===== src/rtl/pca_pkg.sv =====
package pca_pkg;
  typedef enum logic [1:0] {
    MODE_IDLE  = 2'b00,
    MODE_CAP   = 2'b01,
    MODE_TIMER = 2'b10,
    MODE_RSVD  = 2'b11
  } chan_mode_e;

  localparam int unsigned ADDR_CTRL  = 0;
  localparam int unsigned ADDR_MODE  = 1;
  localparam int unsigned ADDR_CCR   = 2;
  localparam int unsigned ADDR_FLAGS = 3;
  localparam int unsigned ADDR_COUNT = 4;
endpackage


===== src/rtl/pca_prescaler.sv =====
module pca_prescaler #(
  parameter int unsigned EXP_W = 4
) (
  input  logic             clk_i,
  input  logic             rst_ni,
  input  logic             en_i,
  input  logic [EXP_W-1:0] exp_i,
  input  logic             clr_i,
  output logic             tick_o
);
  localparam int unsigned DIV_W = (1 << EXP_W) - 1;

  logic [DIV_W-1:0] div_q;
  logic [DIV_W-1:0] mask;

  assign mask   = ~({DIV_W{1'b1}} << exp_i);
  assign tick_o = en_i && ((div_q & mask) == mask);

  always_ff @(posedge clk_i or negedge rst_ni) begin
    if (!rst_ni)    div_q <= '0;
    else if (clr_i) div_q <= '0;
    else if (en_i)  div_q <= div_q + 1'b1;
  end

  // gated-off divider is frozen
  p_div_hold_r3: assert property (@(posedge clk_i) disable iff (!rst_ni)
    (!en_i && !clr_i) |=> $stable(div_q));
endmodule


===== src/rtl/pca_counter.sv =====
module pca_counter #(
  parameter int unsigned CNT_W = 16
) (
  input  logic             clk_i,
  input  logic             rst_ni,
  input  logic             tick_i,
  output logic [CNT_W-1:0] cnt_o,
  output logic [CNT_W-1:0] cnt_nxt_o,
  output logic             wrap_o
);
  logic [CNT_W-1:0] cnt_q;

  assign cnt_o     = cnt_q;
  assign cnt_nxt_o = cnt_q + 1'b1;
  assign wrap_o    = tick_i && (cnt_q == {CNT_W{1'b1}});

  always_ff @(posedge clk_i or negedge rst_ni) begin
    if (!rst_ni)     cnt_q <= '0;
    else if (tick_i) cnt_q <= cnt_nxt_o;
  end

  p_cnt_idle_r3: assert property (@(posedge clk_i) disable iff (!rst_ni)
    !tick_i |=> $stable(cnt_q));
  p_cnt_wrap_r7: assert property (@(posedge clk_i) disable iff (!rst_ni)
    wrap_o |=> (cnt_q == '0));
endmodule


===== src/rtl/pca_chan.sv =====
module pca_chan
  import pca_pkg::*;
#(
  parameter int unsigned CNT_W = 16
) (
  input  logic             clk_i,
  input  logic             rst_ni,
  input  chan_mode_e       mode_i,
  input  logic [1:0]       edge_sel_i,
  input  logic             cap_i,
  input  logic             tick_i,
  input  logic [CNT_W-1:0] cnt_i,
  input  logic [CNT_W-1:0] cnt_nxt_i,
  input  logic             ccr_we_i,
  input  logic [CNT_W-1:0] ccr_wdata_i,
  output logic [CNT_W-1:0] ccr_o,
  output logic             evt_o
);
  logic [2:0]       sync_q;  // [0],[1] synchronizer, [2] edge history
  logic             rise, fall, cap_hit, match_hit;
  logic [CNT_W-1:0] ccr_q;

  assign rise      = sync_q[1] & ~sync_q[2];
  assign fall      = ~sync_q[1] & sync_q[2];
  assign cap_hit   = (mode_i == MODE_CAP) &&
                     ((edge_sel_i[0] && rise) || (edge_sel_i[1] && fall));
  assign match_hit = (mode_i == MODE_TIMER) && tick_i && (cnt_nxt_i == ccr_q);
  assign evt_o     = cap_hit || match_hit;
  assign ccr_o     = ccr_q;

  always_ff @(posedge clk_i or negedge rst_ni) begin
    if (!rst_ni) begin
      sync_q <= '0;
      ccr_q  <= '0;
    end else begin
      sync_q <= {sync_q[1:0], cap_i};
      if (cap_hit)       ccr_q <= cnt_i;
      else if (ccr_we_i) ccr_q <= ccr_wdata_i;
    end
  end

  p_cap_load_r4: assert property (@(posedge clk_i) disable iff (!rst_ni)
    cap_hit |=> (ccr_q == $past(cnt_i)));
  p_no_edge_r5: assert property (@(posedge clk_i) disable iff (!rst_ni)
    (edge_sel_i == 2'b00) |-> !cap_hit);
endmodule


===== src/rtl/pca_channel.sv =====
module pca_channel
  import pca_pkg::*;
#(
  parameter int unsigned CNT_W  = 16,
  parameter int unsigned EXP_W  = 4,
  parameter int unsigned ADDR_W = 3
) (
  input  logic              clk_i,
  input  logic              rst_ni,
  input  logic              wr_en_i,
  input  logic [ADDR_W-1:0] addr_i,
  input  logic [CNT_W-1:0]  wdata_i,
  output logic [CNT_W-1:0]  rdata_o,
  input  logic              cap_i,
  output logic              irq_o
);
  logic             run_q;
  logic [EXP_W-1:0] exp_q;
  chan_mode_e       mode_q;
  logic [1:0]       edge_q;
  logic             evt_ie_q, ovf_ie_q;
  logic             evt_flag_q, ovf_flag_q;

  logic             ctrl_we, mode_we, ccr_we, flag_we;
  logic             tick, wrap, evt;
  logic [CNT_W-1:0] cnt, cnt_nxt, ccr;

  assign ctrl_we = wr_en_i && (addr_i == ADDR_W'(ADDR_CTRL));
  assign mode_we = wr_en_i && (addr_i == ADDR_W'(ADDR_MODE));
  assign ccr_we  = wr_en_i && (addr_i == ADDR_W'(ADDR_CCR));
  assign flag_we = wr_en_i && (addr_i == ADDR_W'(ADDR_FLAGS));

  pca_prescaler #(.EXP_W(EXP_W)) u_presc (
    .clk_i, .rst_ni, .en_i(run_q), .exp_i(exp_q), .clr_i(ctrl_we), .tick_o(tick)
  );

  pca_counter #(.CNT_W(CNT_W)) u_cnt (
    .clk_i, .rst_ni, .tick_i(tick), .cnt_o(cnt), .cnt_nxt_o(cnt_nxt), .wrap_o(wrap)
  );

  pca_chan #(.CNT_W(CNT_W)) u_chan (
    .clk_i, .rst_ni, .mode_i(mode_q), .edge_sel_i(edge_q), .cap_i,
    .tick_i(tick), .cnt_i(cnt), .cnt_nxt_i(cnt_nxt),
    .ccr_we_i(ccr_we), .ccr_wdata_i(wdata_i), .ccr_o(ccr), .evt_o(evt)
  );

  always_ff @(posedge clk_i or negedge rst_ni) begin
    if (!rst_ni) begin
      run_q      <= 1'b1;
      exp_q      <= '0;
      mode_q     <= MODE_IDLE;
      edge_q     <= '0;
      evt_ie_q   <= 1'b0;
      ovf_ie_q   <= 1'b0;
      evt_flag_q <= 1'b0;
      ovf_flag_q <= 1'b0;
    end else begin
      if (ctrl_we) begin
        run_q <= wdata_i[EXP_W];
        exp_q <= wdata_i[EXP_W-1:0];
      end
      if (mode_we) begin
        mode_q   <= chan_mode_e'(wdata_i[1:0]);
        edge_q   <= wdata_i[3:2];
        evt_ie_q <= wdata_i[4];
        ovf_ie_q <= wdata_i[5];
      end
      // set beats clear
      evt_flag_q <= evt  || (evt_flag_q && !(flag_we && wdata_i[0]));
      ovf_flag_q <= wrap || (ovf_flag_q && !(flag_we && wdata_i[1]));
    end
  end

  assign irq_o = (evt_flag_q && evt_ie_q) || (ovf_flag_q && ovf_ie_q);

  always_comb begin
    rdata_o = '0;
    unique case (addr_i)
      ADDR_W'(ADDR_CTRL):  rdata_o = CNT_W'({run_q, exp_q});
      ADDR_W'(ADDR_MODE):  rdata_o = CNT_W'({ovf_ie_q, evt_ie_q, edge_q, mode_q});
      ADDR_W'(ADDR_CCR):   rdata_o = ccr;
      ADDR_W'(ADDR_FLAGS): rdata_o = CNT_W'({ovf_flag_q, evt_flag_q});
      ADDR_W'(ADDR_COUNT): rdata_o = cnt;
      default:             rdata_o = '0;
    endcase
  end

  p_evt_sticky_r8: assert property (@(posedge clk_i) disable iff (!rst_ni)
    (evt_flag_q && !(flag_we && wdata_i[0])) |=> evt_flag_q);
  p_ovf_sticky_r8: assert property (@(posedge clk_i) disable iff (!rst_ni)
    (ovf_flag_q && !(flag_we && wdata_i[1])) |=> ovf_flag_q);
  p_ovf_set_r7: assert property (@(posedge clk_i) disable iff (!rst_ni)
    $rose(ovf_flag_q) |-> (cnt == '0));
  p_match_r6: assert property (@(posedge clk_i) disable iff (!rst_ni)
    ($rose(evt_flag_q) && $past(mode_q) == MODE_TIMER) |-> (cnt == $past(ccr)));
endmodule


===== config.mk =====
export PLATFORM = sky130hd
export DESIGN_NAME = pca_channel
export DESIGN_NICKNAME = d
export VERILOG_FILES = /design/src/rtl/pca_pkg.sv /design/src/rtl/pca_prescaler.sv /design/src/rtl/pca_counter.sv /design/src/rtl/pca_chan.sv /design/src/rtl/pca_channel.sv
export SDC_FILE = /design/constraint.sdc
export NUM_CORES = 1
export LEC_CHECK = 0
export ABC_AREA = 1
export BUFFER_PORTS_ARGS = -buffer_cell sky130_fd_sc_hd__buf_2
export CORE_ASPECT_RATIO = 0.6
export CORE_MARGIN = 3
export CORE_UTILIZATION = 30
export CTS_BUF_LIST = sky130_fd_sc_hd__clkbuf_8
export DETAILED_ROUTE_END_ITERATION = 6
export PLACE_DENSITY_LB_ADDON = 0.12
export REMOVE_ABC_BUFFERS = 1
export SLEW_MARGIN = 20
export SYNTH_ARGS = -nofsm -noshare
export SYNTH_HDL_FRONTEND = slang
export SYNTH_SLANG_ARGS = --single-unit

===== constraint.sdc =====
create_clock -name clk_i -period 5.1 [get_ports clk_i]
set_clock_uncertainty 0.05 [all_clocks]
set_input_delay 0.765 -clock clk_i [delete_from_list [all_inputs] [get_ports clk_i]]
set_output_delay 0.765 -clock clk_i [all_outputs]
set_load 0.01 [all_outputs]

---- Yosys cells after proc, flatten, opt, wreduce, memory -nomap -nowiden ----
Index checks and enable logic that the tools add are counted.
storage, ports and cells
  flip-flop bits (word level) ............. 63
  logic and storage cells ................. 62
  bits of input ports ..................... 23
operators by class
  equal/unequal tests ..................... 9
  add/subtract/negate cells ............... 2
  mux-type cells .......................... 5
  reductions and logical operators ........ 27
  shifts and indexed selects .............. 1
  bitwise logic cells ..................... 6
operators by type and width
  kind                                                                   count
  16-bit one-hot mux with 5 select lines                                 1
  16-bit two-way mux                                                     2
  15-bit two-way mux                                                     2
  1-bit logical AND                                                      17
  16-bit by 1-bit adder with 16-bit output, second input constant        1
  16-bit equality test                                                   1
  16-bit equality test, second input constant                            1
  15-bit by 1-bit adder with 15-bit output, second input constant        1
  15-bit AND                                                             1
  15-bit equality test                                                   1
  15-bit NOT                                                             1
  15-bit by 4-bit << shifter with 15-bit output, first input constant    1
  3-bit by 2-bit equality test with 1-bit output, second input constant  2
  1-bit logical OR                                                       5
  2-bit nonzero test                                                     2
  3-bit by 1-bit equality test with 1-bit output, second input constant  1
  3-bit equality test, second input constant                             1
  3-bit logical NOT                                                      1
  1-bit AND                                                              2
  2-bit by 1-bit equality test with 1-bit output, second input constant  1
  2-bit equality test, second input constant                             1
  1-bit logical NOT                                                      2
  1-bit NOT                                                              2

---- Longest topological paths before layout ----
Gate-level depths: netlist of the first run.
  word-level depth ........................ 9
  mapped depth ............................ 13
  depth with buffers taken out ............ 13

---- Modules after synthesis ----
A second synthesis of the first run with hierarchy kept.
unflattened totals
  cell total of the unflattened synthesis .. 614
  area, all modules ....................... 4,150.2 um^2
modules (own cells, without submodules)
  module         sequential area each (um^2)  area each (um^2)  times used  cells an instance
  pca_chan       475.5                        1,188.6           1           171
  pca_prescaler  375.4                        1,019.7           1           151
  pca_counter    400.4                        982.2             1           140
  pca_channel    326.6                        959.7             1           152

---- Worst setup path before layout of the first run ----
OpenSTA, ideal clock, no wires.
  path type ............................... input -> output
  start ................................... input port addr_i[1]
  end ..................................... output port rdata_o[10]
  slack ................................... 2.778 ns
  stages on the path ...................... 5
  data required time ...................... 4.285 ns
  path buffers ............................ 1
  data arrival time ....................... 1.507 ns
  cell sequence ........................... inv_1 > nor3_4 > inv_1 > clkbuf_1 > o22ai_1
on the way
  longest elaborated chain between the ends .. 2
ends and longest elaborated chain
  element                                      line               text
  start, declared                              pca_channel.sv:11  input logic [ADDR_W-1:0] addr_i,
  3-bit equality test (tied with other cells)  pca_channel.sv:78  unique case (addr_i)
  16-bit one-hot mux with 5 select lines *     pca_channel.sv:78
  end, declared                                pca_channel.sv:13  output logic [CNT_W-1:0] rdata_o,
Mark *: on every way between the ends. The rest lies on a longest branch, timed or not.

---- Worst setup path after layout of the first run ----
  start ................................... input port addr_i[0]
  end ..................................... output port rdata_o[0]
Same word-level chain as after synthesis.

==> results.md, run 1 <==
- The flow ran to the end, and the final reports show no timing, DRC or antenna violations.
- The number of buffers inserted for hold repair after clock tree synthesis is 0.
- The total grt overflow is 0.
- In the layout the commonest cells are sky130_fd_sc_hd__nand2_1 (143), sky130_fd_sc_hd__inv_1 (77), sky130_fd_sc_hd__dfrtp_1 (62).
- The post-route cell area is about 0.0044 mm^2.
- The synthesized netlist occupies a cell area of roughly 0.0038 mm^2.
- The floorplan step defined a die boundary enclosing around 0.014 mm^2.
- The setup TNS is 0 ns.
- The gate count after technology mapping is 532.
- The register-to-register setup slack is around 2.5 ns.
- The total leakage power is between 2 and 2.5 nW.
- The worst-case hold slack is approximately 0.30 ns.
- The HPWL after detailed placement is roughly 9.1 mm.
- For the worst setup path, the data arrival time is approximately 2.3 ns.
- Setup repair after global routing left no endpoint under its margin.
- The initial antenna violation count is 0.
- In this run the deepest clock path goes through 2 buffers.
- Yosys mapped a number of flops with a built-in enable equal to 0.
- The total CTS buffers is 9.
- Routability-driven placement finished with a final weighted congestion of about 0.83.
- The worst relative slew slack is between 40% and 50%.
- The peak supply drop is ~140 uV.
- The number of global-route vias before repair came to 3306.
- Clock-pin slew was measured on the worst setup and hold paths at about 0.06 ns.
- Cells fill between 30% and 40% of the core in the end.
- The number of cells on the worst reg-to-reg path is 10.
- The upper clock frequency limit is ~320 MHz.
- The initial core utilization is about 31%.
- The classification of the worst-slack hold path is reg -> reg.
- The overall global routing resource usage is 17.7%.
- For this block, the initial DRC count from the detailed router was between 300 and 400.
- The via density per instance is around 5.1.
- Once placement finished, the instance area stood at ~0.0042 mm^2.
- The category of the most critical setup path is in -> out.
- After detailed routing, the number of remaining DRC violations is 0.
- The library cell used most frequently in the layout, excluding fill and tap cells, is sky130_fd_sc_hd__nand2_1.
- The startpoint identified for the worst register-to-register timing path is exp_q[1].
- The proportion of layout cells with a drive suffix above 1 is between 10% and 20%.
- The number of inserted diodes is 0.
- The number of warnings reported in the yosys synthesis log is 0.
- The final routed wire length divided by cell count is about 16 um.
- The CTS sink count is 63.
- The standard cell core area is about 0.012 mm^2.
- The number of max-slew violations in the final report came to 0.
- The count of buffers added on input and output ports is 39.
- The H-tree was split into 3 levels.
- The type of origin of the critical path is an input port.
- The number of buffers and inverters on the critical path is 2.
- The hold-critical path depth is 0.
- At the pin with the least slew margin, the transition time is roughly 0.84 ns.
- The commonest register cell after synthesis is sky130_fd_sc_hd__dfrtp_1.
- The count of nets left with antenna violations once routing finished came out at 0.
- The net count of the finished layout is approximately 600.
- The flop and latch count out of synthesis is 63.
- The final critical path time including I/O delays and setup is ~3.1 ns.
- For this design the ratio of total power to cell area is about 350 mW/mm^2.
- The first detailed-routing pass took 5 iterations.
- The TritonCTS clock tree is done.
- The clock root buffer master is sky130_fd_sc_hd__clkbuf_8.
- The critical path goes through buf_2, nor2_1, nand2_1, o21ai_0, a221oi_1, o21ai_0, buf_2.
- Setup violations remaining at the end of the flow were counted as 0.
- The peak per-stage delay on the critical path is 0.61 ns.
- The average instance in the mapped netlist occupies roughly 7.2 um^2.
- STA classifies the critical path endpoint as a primary output.
- The fraction of registers with async set or reset after synthesis is 100%.
- Overall power consumption after layout is estimated at between 0.0015 and 0.002 W.
- The total I/O pin count is 40.
- The post-CTS setup-driven buffer insertion count is 0.
- Compared with the post-synthesis result, the final layout area differs by 15.2%.
- Dividing the final minimum period by the clock period gives 61.4%.
- The hold violation count in the final report is 0.
- The cell with the largest stage delay on the worst path is sky130_fd_sc_hd__nand2_1.
- The number of maximum-capacitance constraint violations is 0.
- The path with the worst hold slack has its endpoint at u_chan.sync_q[1].
- The quantity of gates resized following cts is 0.
- In this run the vertical extent of the chip is just over 90 um.
- The die is ~150 um wide.
- The start point of the worst min-delay path is u_chan.sync_q[0].
- The data required time at the worst endpoint is between 4 and 5 ns.
- The part of the Yosys area used for sequential elements is 41.2%.
- Entering global routing, the biggest net connects 35 pins.
- Row generation in the floorplan step produced 31 rows.
- The endpoint identified for the worst register-to-register timing path is u_cnt.cnt_o[1].
- The top cell type's share of synthesized area is between 40% and 50%.
- The dominant delay contributor by cell family on the critical path is simple AND/OR/NAND/NOR gates.
- The first-pass GRT wire length is 19.3 mm.
- The clock insertion delay at the later pin of the skew report is around 0.36 ns.
- Along the worst path, the maximum fanout reaches 16.
- Sorting the synthesized cells by area gives the leading types as sky130_fd_sc_hd__dfrtp_1 (40%), sky130_fd_sc_hd__nand2_1 (14%), sky130_fd_sc_hd__nand3_1 (7.7%).
- The cell taking the most area after synthesis is sky130_fd_sc_hd__dfrtp_1.
- The routed wire length is roughly 12 mm.
- The routed layout has 3755 vias.
- In this run, distinct cell masters in the synthesized netlist total 38.
cells by family (layout without fill, tap and decap cells):
family                     after synthesis  after routing  synth area share (%)
AOI/OAI and AO/OA                       92             92                  15.0
xor gates and xnor gates                 3              3                  1.04
adders and majority gates                2              2                 0.653
DFF                                     63             63                  41.2
buffers and inverters                   89            134                  9.17
muxes                                    4              4                  1.18
and+or+nand+nor                        279            279                  31.8
worst register-to-register path, stage by stage, from the launching register on:
cell and delay (ns):
sky130_fd_sc_hd__dfrtp_1 0.45, sky130_fd_sc_hd__inv_1 0.10, sky130_fd_sc_hd__nand2_1 0.15, sky130_fd_sc_hd__inv_1 0.06
sky130_fd_sc_hd__o21ai_1 0.14, sky130_fd_sc_hd__nand2_1 0.07, sky130_fd_sc_hd__nand3_1 0.11, sky130_fd_sc_hd__nand2_1 0.06
sky130_fd_sc_hd__nand2_1 0.57, sky130_fd_sc_hd__inv_1 0.46, sky130_fd_sc_hd__o21ai_0 0.29
metal layers:
layer | global-route usage [%] | wire, um
met1 | 30.6 | 7390
met3 | 3.98 | 550
met5 | 0 | 0
met4 | 4.56 | 86
met2 | 20.2 | 4210
how the worst max path moves through the flow:
stage | start | to | slack, ns | cells after the start
after floorplan | addr_i[0] | rdata_o[0] | 2.72 | 5
after global placement | addr_i[0] | rdata_o[0] | 2.08 | 7
after detailed placement | addr_i[0] | rdata_o[0] | 2.05 | 7
after CTS | addr_i[0] | rdata_o[0] | 2.04 | 7
after global routing | addr_i[0] | rdata_o[0] | 1.89 | 7
final | addr_i[0] | rdata_o[0] | 1.97 | 7
Yosys cell counts, types with 3 or more instances:
master	count
sky130_fd_sc_hd__nand3_1	59
sky130_fd_sc_hd__buf_2	5
sky130_fd_sc_hd__o22ai_1	10
sky130_fd_sc_hd__nor2_1	47
sky130_fd_sc_hd__nor3_1	5
sky130_fd_sc_hd__nor4_1	3
sky130_fd_sc_hd__inv_1	75
sky130_fd_sc_hd__a21oi_1	11
sky130_fd_sc_hd__o221ai_1	17
sky130_fd_sc_hd__o21ai_0	36
sky130_fd_sc_hd__o21ai_1	6
sky130_fd_sc_hd__nor2_2	4
sky130_fd_sc_hd__mux2_2	4
sky130_fd_sc_hd__dfrtp_1	62
sky130_fd_sc_hd__nand4_1	9
sky130_fd_sc_hd__clkbuf_1	6
sky130_fd_sc_hd__o2111ai_1	3
sky130_fd_sc_hd__nand2_1	143
flip-flops by register name, summed over array words and instances (netlist names):
signal / count
exp_q: 4
evt_flag_q: 1
u_chan.sync_q: 3
mode_q: 2
u_chan.ccr_o: 16
edge_q: 2
run_q: 1
evt_ie_q: 1
u_cnt.cnt_o: 16
ovf_ie_q: 1
u_presc.div_q: 15
ovf_flag_q: 1
area by class of cell:
cell class	count	area (um^2)
fillers	1355	7840
multi-input cells	380	1900
flip-flops and latches	63	1580
inverters	76	285
repair buffers	42	218
well taps	165	206
clock buffers	11	151
clock inverters	5	72.6
report_power, final:
group	total [W]	leakage [nW]	switching (W)	internal (W)
clock	0.000505	0.122	0.000207	0.000298
combinational	0.000375	1.13	0.000235	0.000140
sequential	0.000683	0.819	0.0000964	0.000587
total	0.00156	2.07	0.000538	0.00102
per-stage QoR:
stage	setup slack [ns]	instances
6_report	1.97	742
5_1_grt	1.89	742
4_1_cts	2.04	742
3_5_place_dp	2.05	726
3_3_place_gp	2.08	726
2_1_floorplan	2.72	519
Power figures use the tool's default switching activity.
==> run 2, diff against run 1 <==
==> constraint.sdc (replaced) <==
create_clock -name clk_i -period 3.15 [get_ports clk_i]
set_clock_uncertainty 0.05 [all_clocks]
set_input_delay 0.4725 -clock clk_i [delete_from_list [all_inputs] [get_ports clk_i]]
set_output_delay 0.4725 -clock clk_i [all_outputs]
set_load 0.01 [all_outputs]
==> results.md, run 2 (same netlist as run 1, synthesis figures left out) <==
- The net load switching power is 0.000866 W (+61%).
- The via density per instance is 4.99 (-1.5%).
- The worst-case hold slack came to 0.156 ns (-0.147 ns).
- The worst relative slew slack is 46.5% (+2.9 points).
- The largest net degree at the start of global routing is 35 (unchanged).
- The area taken by flip-flops and latches is 0.00158 mm^2 (unchanged).
- The first-pass GRT wire length is 19.4 mm (+0.57%).
- The total power of the final layout is 0.00243 W (+55%).
- The clock-pin slew on the worst setup and hold paths was 0.07 ns (about the same).
- The share of total power in combinational logic was 25.6% (+1.6 points).
- In the layout the commonest cells are sky130_fd_sc_hd__nand2_1 (143), sky130_fd_sc_hd__inv_1 (77), sky130_fd_sc_hd__dfrtp_1 (62).
- The total I/O pin count came to 40 (unchanged).
- The data required time at the worst endpoint was 2.63 ns (-1.65 ns).
- The post-CTS setup-driven buffer insertion count was 0 (unchanged).
- The maximum fanout encountered on the critical timing path was 11 (-5).
- The peak supply drop is 219 uV (+52%).
- The part of the cycle the worst path needs is between 70% and 80%.
- The initial DRC count is 263 (-34%).
- The tightest min-delay check is of the in -> async type.
- The final critical path time including I/O delays and setup is approximately 2.3 ns.
- The run finished with clean final reports.
- The footprint of the multi-input gates is 0.00190 mm^2 (unchanged).
- The number of search-and-repair iterations in the first detailed-routing pass came to 4 (-1).
- The number of antenna-violating nets in the routed design is 0 (unchanged).
- The setup TNS is 0 ns (unchanged).
- The setup slack at placement is 0.894 ns (-1.16 ns).
- The total leakage power is 2.07 nW (+0.25%).
- The final routed wire length divided by cell count came to 16.4 um (-0.63%).
- The routed wire length is 12.2 mm (about the same).
- The final count of negative-setup-slack endpoints is 0 (unchanged).
- Setup repair after global routing left no endpoint under its margin.
- The area growth from synthesis to final layout is 15.1% (about the same).
- The type of element capturing the critical path is a primary output.
- The design internal power came to 0.00156 W (+52%).
- The tree is rooted in a sky130_fd_sc_hd__clkbuf_8.
- The hold violation count in the final report is 0 (unchanged).
- The overall global routing resource usage was 17.7% (+0.025 points).
- The CTS sink count is 63 (unchanged).
- The floorplan row count is 31 (unchanged).
- The startpoint identified for the worst register-to-register timing path is exp_q[1].
- The standard cell core area is 0.0123 mm^2 (unchanged).
- The layout filler cell count is 1326 (-2.1%).
- The remaining routing DRC violations came to 0 (unchanged).
- The HPWL after detailed placement is 9.29 mm (+2.2%).
- The deepest level of the CTS H-tree is 3 (unchanged).
- In this run the critical register-to-register path is captured at ovf_flag_q.
- The arrival time at the worst endpoint is 1.77 ns (-0.54 ns).
- The number of buffers on the longest clock path is 2 (unchanged).
- The number of maximum-capacitance constraint violations is 0 (unchanged).
- The quantity of gates resized following cts is 0 (unchanged).
- The number of global-route vias before repair came to 3321 (+0.45%).
- The total CTS buffers is 9 (unchanged).
- The library cell used most frequently in the layout, excluding fill and tap cells, is sky130_fd_sc_hd__nand2_1.
- The proportion of power drawn by the clock network is 29.0% (-3.3 points).
- The number of inserted diodes is 0 (unchanged).
- The area of the die came to 0.0142 mm^2 (unchanged).
- The total grt overflow is 0 (unchanged).
- The weighted congestion at the end of routability-driven global placement is 0.833 (-0.26%).
- The number of nets in the final layout came to 601 (+0.67%).
- Timing would allow up to between 400 and 500 MHz.
- The via count is 3720 (-0.93%).
- The end-of-flow core utilization is 36.0% (about the same).
- The final critical-path setup slack is 0.861 ns (-1.11 ns).
- The power density over cell area is 550 mW/mm^2 (+55%).
- The register-to-register setup slack is 0.88 ns (-1.62 ns).
- The pin slew with the least headroom to its limit is 0.802 ns (-0.0409 ns).
- The number of buffers inserted for hold repair after clock tree synthesis is 0 (unchanged).
- The TritonCTS clock tree is done.
- The switching share of power is 35.7% (+1.2 points).
- The number of max-slew violations in the final report came to 0 (unchanged).
- The height of the die is 93.6 um (unchanged).
- The initial antenna violation count is 0 (unchanged).
- The type of origin of the critical path is an input port.
- The logic depth of the worst register-to-register path is 12 (+2).
- By startpoint and endpoint, the worst setup path is classified as in -> out.
- The proportion of layout cells with a drive suffix above 1 is 13.1% (+0.60 points).
- The initial core utilization is 31.3% (unchanged).
- The die width was 152 um (unchanged).
- The clock insertion delay at the later pin of the skew report is 0.35 ns (about the same).
- The sequential share of power was 45.5% (+1.8 points).
- The count of buffers inserted at the top-level ports is 39 (unchanged).
[run 2: worst max-delay path by stage]
stage	start	to	slack, ns	cells after the start
floorplan	u_chan.sync_q[2]	u_chan.ccr_o[10]	1.16	4
global placement	addr_i[2]	rdata_o[6]	0.93	5
detailed placement	addr_i[2]	rdata_o[6]	0.89	5
CTS	addr_i[2]	rdata_o[6]	0.89	5
global route	exp_q[1]	u_cnt.cnt_o[15]	0.66	12
finish	addr_i[2]	rdata_o[6]	0.86	5
[run 2: per-stage QoR]
| step | instances | cell area [um^2] |
|---|---|---|
| global route | 746 | 4410 |
| detailed placement | 730 | 4220 |
| CTS | 746 | 4410 |
| global placement | 730 | 4220 |
| finish | 746 | 4410 |
| floorplan | 519 | 3770 |
[run 2: power groups by stage]
| stage | Combinational (W) | Clock (W) | Sequential (W) |
|---|---|---|---|
| 2_1_floorplan | 0.000427 | 0 | 0.00106 |
| 3_3_place_gp | 0.000612 | 0 | 0.00111 |
| 3_5_place_dp | 0.000622 | 0 | 0.00111 |
| 4_1_cts | 0.000622 | 0.000729 | 0.00110 |
| 5_1_grt | 0.000718 | 0.000772 | 0.00112 |
| 6_report | 0.000620 | 0.000703 | 0.00110 |
[run 2: layout make-up]
| cell class | instances | area share (%) |
|---|---|---|
| clock buffer | 10 | 3.12 |
| clock inverter | 6 | 1.19 |
| tap | 165 | 4.68 |
| multi-input combinational | 380 | 43.1 |
| sequential | 63 | 35.8 |
| inverter | 76 | 6.47 |
| timing repair buffer | 46 | 5.62 |
[run 2: critical path: stages]
cell	delay, ns
sky130_fd_sc_hd__buf_2	0.15
sky130_fd_sc_hd__nor3_4	0.36
sky130_fd_sc_hd__inv_1	0.32
sky130_fd_sc_hd__o22ai_1	0.27
sky130_fd_sc_hd__buf_2	0.18
[run 2: per-layer routing]
| metal | routed length (um) | global-route usage (%) | vias to the layer above |
|---|---|---|---|
| met2 | 4220 | 20.0 | 110 |
| met1 | 7180 | 31.3 | 1737 |
| met3 | 723 | 3.65 | 9 |
| met4 | 99 | 3.81 | 0 |
| li1 | - | - | 1864 |
| met5 | 0 | 0 | - |
